$ cat config.mk
export PLATFORM = sky130hd
export DESIGN_NAME = mic_array_capture
export DESIGN_NICKNAME = d
export VERILOG_FILES = /design/src/rtl/mic_cap_pkg.sv /design/src/rtl/mic_clk_gen.sv /design/src/rtl/mic_lane_deser.sv /design/src/rtl/mic_array_capture.sv
export SDC_FILE = /design/constraint.sdc
export NUM_CORES = 1
export LEC_CHECK = 0
export ABC_CLOCK_PERIOD_IN_PS = 2600
export CORE_MARGIN = 2
export CORE_UTILIZATION = 45
export CTS_CLUSTER_SIZE = 8
export DETAILED_ROUTE_END_ITERATION = 8
export GPL_TIMING_DRIVEN = 0
export PLACE_DENSITY = 0.67
export SETUP_SLACK_MARGIN = 0.02
export SYNTH_ARGS = -nofsm -noshare
export SYNTH_HDL_FRONTEND = slang
export SYNTH_HIERARCHICAL = 1
export SYNTH_SLANG_ARGS = --single-unit
$ cat constraint.sdc
create_clock -name clk_i -period 2.6 [get_ports clk_i]
set_input_delay 0.39 -clock clk_i [delete_from_list [all_inputs] [get_ports clk_i]]
set_output_delay 0.39 -clock clk_i [all_outputs]
set_load 0.05 [all_outputs]
$ cat src/rtl/mic_cap_pkg.sv
package mic_cap_pkg;
  localparam int unsigned BITS_PER_HALF = 32;  // 64 bit clocks per word-select period
  localparam int unsigned SKIP_BITS     = 1;   // settling slot after each word-select edge
endpackage

$ cat src/rtl/mic_clk_gen.sv
module mic_clk_gen #(
  parameter  int unsigned CLK_DIV   = 40,
  parameter  int unsigned HALF_BITS = 32,
  localparam int unsigned CNT_W     = $clog2(CLK_DIV),
  localparam int unsigned IDX_W     = $clog2(HALF_BITS)
) (
  input  logic             clk_i,
  input  logic             rst_ni,
  output logic             sck_o,
  output logic             ws_o,
  output logic             rise_o,
  output logic [IDX_W-1:0] bit_idx_o
);
  localparam logic [CNT_W-1:0] RISE_AT  = CNT_W'(CLK_DIV/2 - 1);
  localparam logic [CNT_W-1:0] FALL_AT  = CNT_W'(CLK_DIV - 1);
  localparam logic [IDX_W-1:0] LAST_IDX = IDX_W'(HALF_BITS - 1);

  logic [CNT_W-1:0] cnt_q;
  logic [IDX_W-1:0] idx_q;
  logic             sck_q, ws_q;
  logic             rise, fall;

  assign rise = (cnt_q == RISE_AT);
  assign fall = (cnt_q == FALL_AT);

  always_ff @(posedge clk_i or negedge rst_ni) begin
    if (!rst_ni) begin
      cnt_q <= '0;
      idx_q <= '0;
      sck_q <= 1'b0;
      ws_q  <= 1'b0;
    end else begin
      cnt_q <= fall ? '0 : cnt_q + 1'b1;
      if (rise) sck_q <= 1'b1;
      if (fall) begin
        sck_q <= 1'b0;
        // word-select moves only with a falling bit clock
        if (idx_q == LAST_IDX) begin
          idx_q <= '0;
          ws_q  <= ~ws_q;
        end else begin
          idx_q <= idx_q + 1'b1;
        end
      end
    end
  end

  assign sck_o     = sck_q;
  assign ws_o      = ws_q;
  assign rise_o    = rise;
  assign bit_idx_o = idx_q;

  AST_WS_ON_SCK_FALL: assert property (@(posedge clk_i) disable iff (!rst_ni)
    (ws_q != $past(ws_q)) |-> ($past(sck_q) && !sck_q));
  AST_RISE_FROM_LOW: assert property (@(posedge clk_i) disable iff (!rst_ni)
    rise_o |-> (!sck_o ##1 sck_o));
endmodule

$ cat src/rtl/mic_lane_deser.sv
module mic_lane_deser #(
  parameter int unsigned SAMPLE_W = 24
) (
  input  logic                clk_i,
  input  logic                rst_ni,
  input  logic                sd_i,
  input  logic                shift_i,
  input  logic                hold_hi_i,
  output logic [SAMPLE_W-1:0] word_o,
  output logic [SAMPLE_W-1:0] hi_word_o
);
  logic [SAMPLE_W-1:0] sh_q, hi_q;

  // word including the bit on the line at this edge
  assign word_o = {sh_q[SAMPLE_W-2:0], sd_i};

  always_ff @(posedge clk_i or negedge rst_ni) begin
    if (!rst_ni) begin
      sh_q <= '0;
      hi_q <= '0;
    end else begin
      if (shift_i)   sh_q <= word_o;
      if (hold_hi_i) hi_q <= word_o;
    end
  end

  assign hi_word_o = hi_q;

  AST_HOLD_IN_WINDOW: assert property (@(posedge clk_i) disable iff (!rst_ni)
    hold_hi_i |-> shift_i);
endmodule

$ cat src/rtl/mic_array_capture.sv
module mic_array_capture #(
  parameter  int unsigned CLK_DIV   = 40,
  parameter  int unsigned SAMPLE_W  = 24,
  parameter  int unsigned NUM_LANES = 4,
  localparam int unsigned NUM_MICS  = 2 * NUM_LANES,
  localparam int unsigned OUT_W     = NUM_MICS * SAMPLE_W
) (
  input  logic                 clk_i,
  input  logic                 rst_ni,
  input  logic [NUM_LANES-1:0] sd_i,
  output logic                 sck_o,
  output logic                 ws_o,
  output logic [OUT_W-1:0]     samples_o,
  output logic                 valid_o
);
  localparam int unsigned HALF_BITS = mic_cap_pkg::BITS_PER_HALF;
  localparam int unsigned IDX_W     = $clog2(HALF_BITS);
  localparam logic [IDX_W-1:0] FIRST_BIT = IDX_W'(mic_cap_pkg::SKIP_BITS);
  localparam logic [IDX_W-1:0] LAST_BIT  = IDX_W'(mic_cap_pkg::SKIP_BITS + SAMPLE_W - 1);

  logic             rise;
  logic [IDX_W-1:0] bit_idx;
  logic             in_win, last_bit, hi_done, frame_done;
  logic             primed_q, valid_q;
  logic [OUT_W-1:0] frame_d, samples_q;

  mic_clk_gen #(.CLK_DIV(CLK_DIV), .HALF_BITS(HALF_BITS)) u_clk (
    .clk_i    (clk_i),
    .rst_ni   (rst_ni),
    .sck_o    (sck_o),
    .ws_o     (ws_o),
    .rise_o   (rise),
    .bit_idx_o(bit_idx)
  );

  assign in_win     = rise && (bit_idx >= FIRST_BIT) && (bit_idx <= LAST_BIT);
  assign last_bit   = rise && (bit_idx == LAST_BIT);
  assign hi_done    = last_bit && ws_o;
  assign frame_done = last_bit && !ws_o && primed_q;

  for (genvar l = 0; l < NUM_LANES; l++) begin : g_lane
    logic [SAMPLE_W-1:0] word, hi_word;
    mic_lane_deser #(.SAMPLE_W(SAMPLE_W)) u_lane (
      .clk_i    (clk_i),
      .rst_ni   (rst_ni),
      .sd_i     (sd_i[l]),
      .shift_i  (in_win),
      .hold_hi_i(hi_done),
      .word_o   (word),
      .hi_word_o(hi_word)
    );
    // odd microphone on the high half, even on the low half
    assign frame_d[(2*l)*SAMPLE_W   +: SAMPLE_W] = hi_word;
    assign frame_d[(2*l+1)*SAMPLE_W +: SAMPLE_W] = word;
  end

  always_ff @(posedge clk_i or negedge rst_ni) begin
    if (!rst_ni) begin
      primed_q  <= 1'b0;
      valid_q   <= 1'b0;
      samples_q <= '0;
    end else begin
      if (hi_done) primed_q <= 1'b1;
      valid_q <= frame_done;
      if (frame_done) samples_q <= frame_d;
    end
  end

  assign samples_o = samples_q;
  assign valid_o   = valid_q;

  AST_VALID_ONE_CYCLE: assert property (@(posedge clk_i) disable iff (!rst_ni)
    valid_o |=> !valid_o);
  AST_VALID_IN_LOW_HALF: assert property (@(posedge clk_i) disable iff (!rst_ni)
    valid_o |-> !ws_o);
  AST_VALID_AT_SCK_RISE: assert property (@(posedge clk_i) disable iff (!rst_ni)
    valid_o |-> $rose(sck_o));
  AST_SAMPLES_ONLY_ON_VALID: assert property (@(posedge clk_i) disable iff (!rst_ni)
    !$stable(samples_o) |-> valid_o);
endmodule

==> results.txt <==
outcome = finished clean
CTS sink count = 395
largest net degree at the start of global routing = 122
Mapped Avg Cell Area = 17.54 sq um
fin crit share = 92.21%
clk_skew = 0.01845 ns
Seq. cell area = 9884 sq um
count leader, synth = dfrtp_1
design area = 19470 sq um
WHS = 0.3597 ns
hpwl dp = 18.92 mm
# placed instances = 1526
Core Util, Final = 58.07%
Slew Limit Headroom = 51.45%
Area Growth Syn to Fin = 26.85%
fin cells = 1585
synth warn = 6
nets@finish = 1146
Site Rows = 67
gp weighted congestion = 0.7537
final hold vios = 0
Slew Viols, Final = 0
post-synth cell types = 35
post-synth top area share = 64.39%
# fillers = 2631
Hold WC Path Type = input port to asynchronous set/reset pin
highest clock rate = 0.4171 GHz
r2r endpoint = samples_o[143]$_DFFE_PN0P_
Synth area leader = dfrtp_1
worst-skew pair later-pin latency = 0.55 ns
GRT Util Overall = 16.79%
die width = 188.7 um
RSZ-0062 raised after global routing = false
clock share of power = 49.3%
Antenna diodes = 0
Area contributors post-synth = dfrtp_1, mux2_1, mux2_2, mux2_4, buf_4
Max IR drop VDD = 0.4022 mV
Cell Area, Placed = 18000 sq um
Max clock buf depth = 3
DRC = 0
r2r worst-path depth = 8
layout cells sized above 1 = 30.87%
vias in the first global route = 8562
CP Launch Type = flip-flop
global route overflow = 0
via count = 7942
Initial DRT Pass Iterations = 4
I/O pins = 201
power density over the cells = 639.0 nW/um^2
initial antenna violation count = 0
Worst Path Max Fanout = 10
clock transition at the registers of the reported paths = 0.05 ns
die height = 188.7 um
Setup violations, final = 0
wire per inst = 18.30 um
core area = 33530 sq um
LEAKAGE = 9.660 nW
Syn Inst Count = 875
port buffer count = 200
DRT Wirelength = 29.00 mm
sequential share of the synthesized area = 64.39%
top_reg_cell synth = dfrtp_1
Worst Path Arrival = 2.82 ns
first-pass GRT wire length = 48.00 mm
number of synthesized flops with an enable pin = 0
sequential share of power = 49.5%
P_sw = 2.468 mW
reg2reg setup slack = 0.20 ns
CP required = 3.02 ns
setup bufs post-CTS = 0
Mapped Area = 15350 sq um
multi-input combinational cell area = 4984 sq um
Worst Tran Pin Value = 0.7283 ns
initial core utilization = 45.78%
min Tclk post-route = 2.397 ns
switching share of power = 19.84%
CP Class = flip-flop to flip-flop
TritonCTS clock tree = yes
flops & latches, synth = 395
CP endpoint kind = flip-flop
Root Driver = clkbuf_16
Final Power = 12.44 mW
syn_nets = 885
Vias per Instance = 5.011
Gate power share = 1.2%
FF-to-FF Start = u_clk/cnt_q[0]$_DFF_PN0_
CTS H-tree depth = 2
Async SR Flop Fraction = 100.0%
die area = 35610 sq um
most frequent cells after synthesis = dfrtp_1, mux2_1, mux2_2
post-route ant nets = 0
Max-cap violations = 0
Int Pwr = 9.975 mW
1st-iter DRT viols = 338
CTS Buf Count = 55
timing repair:
action / in CTS / in global routing
hold endpoints to repair: 62 / 0
hold buffers: 1 / 0
setup endpoints to repair: 176 / 340
gates resized for setup: 3 / 4
cloned: 0 / 0
kinds of logic after synthesis:
family,share of synthesized area (%)
AOI/OAI and AO/OA,0.4646
muxes,29.93
DFF,64.39
xor gates and xnor gates,0.2283
and+or+nand+nor,1.402
buffers and inverters,3.260
adders and majority gates,0.3260
worst max-delay path: stages (launching register included):
cell and delay [ns]:
dfrtp_1 0.36, ha_2 0.25, nand4bb_1 0.14, nor2_2 0.20
nand3_1 0.21, nor4_4 0.28, buf_6 0.24, buf_4 0.24
mux2_1 0.34
routing by layer:
layer  GRT usage, %  part of all wire [%]  up-vias  routed length, um
met5              0                     0        -                  0
li1               -                     -     3601                  -
met3          3.781                   4.7       49               1355
met1          23.61                    47     4134              13730
met2          26.30                    46      158              13330
met4          4.808                   2.0        0                583
placed cells by master, fill, tap and decap left out, drive strengths merged, types with 2 or more instances in the layout:
cell type / synthesis / final
clkbuf: 0 / 57
dfrtp: 395 / 395
ha: 4 / 4
nor3: 3 / 3
nor4: 3 / 3
and3: 3 / 3
nand3: 3 / 3
mux2: 381 / 381
a21oi: 2 / 2
xor2: 2 / 2
nand2b: 2 / 2
nor2: 6 / 6
inv: 3 / 3
o31ai: 3 / 3
or3: 2 / 2
or2: 2 / 2
nand2: 2 / 2
clkdlybuf4s50: 0 / 199
a21o: 2 / 2
buf: 46 / 50
o21ai: 3 / 3
xnor2: 2 / 2
final cells by class:
| class | count | share of cell area, % |
|---|---|---|
| multi-input cells | 431 | 25.59 |
| repair buffers | 204 | 10.78 |
| plain buffers | 46 | 2.564 |
| flip-flops and latches | 395 | 50.76 |
| well taps | 448 | 2.879 |
| clock buffers | 57 | 7.325 |
| inverters | 3 | 0.05783 |
| clock inverters | 1 | 0.03855 |
power groups by stage:
stage	registers (mW)	clock network, mW	logic (mW)
finish	6.16	6.14	0.145
global route	6.15	6.58	0.174
CTS	6.16	6.34	0.156
detailed placement	6.26	0	0.155
global placement	6.27	0	0.137
floorplan	6.26	0	0.00433
stage by stage:
| step | setup slack (ns) | setup TNS, ns |
|---|---|---|
| final | 0.2026 | 0 |
| after global routing | 0.03178 | 0 |
| after CTS | 0.002877 | 0 |
| after detailed placement | -0.4478 | -41.07 |
| after global placement | -16.11 | -6421.62 |
| after floorplan | 0.2948 | 0 |
how the worst max path moves through the flow:
stage	startpoint	to	slack, ns	cells past startpoint
after global placement	rst_ni	g_lane[1].u_lane/hi_word_o[15]$_DFFE_PN0P_	-16.11	1
after floorplan	u_clk/cnt_q[0]$_DFF_PN0_	g_lane[0].u_lane/hi_word_o[10]$_DFFE_PN0P_	0.29	8
after CTS	u_clk/cnt_q[0]$_DFF_PN0_	samples_o[115]$_DFFE_PN0P_	0.003	8
after global routing	u_clk/cnt_q[0]$_DFF_PN0_	samples_o[67]$_DFFE_PN0P_	0.03	8
final	u_clk/cnt_q[0]$_DFF_PN0_	samples_o[143]$_DFFE_PN0P_	0.20	8
after detailed placement	u_clk/cnt_q[0]$_DFF_PN0_	g_lane[1].u_lane/hi_word_o[14]$_DFFE_PN0P_	-0.45	8
registers in the layout, indices dropped and copies added (netlist names):
| signal | flops |
|---|---|
| u_clk/sck_o | 1 |
| u_clk/cnt_q | 6 |
| g_lane.u_lane/sh_q | 92 |
| g_lane.u_lane/hi_word_o | 96 |
| samples_o | 192 |
| primed_q | 1 |
| u_clk/ws_o | 1 |
| u_clk/bit_idx_o | 5 |
| valid_o | 1 |
No activity file was read; power rests on OpenSTA's default activity.
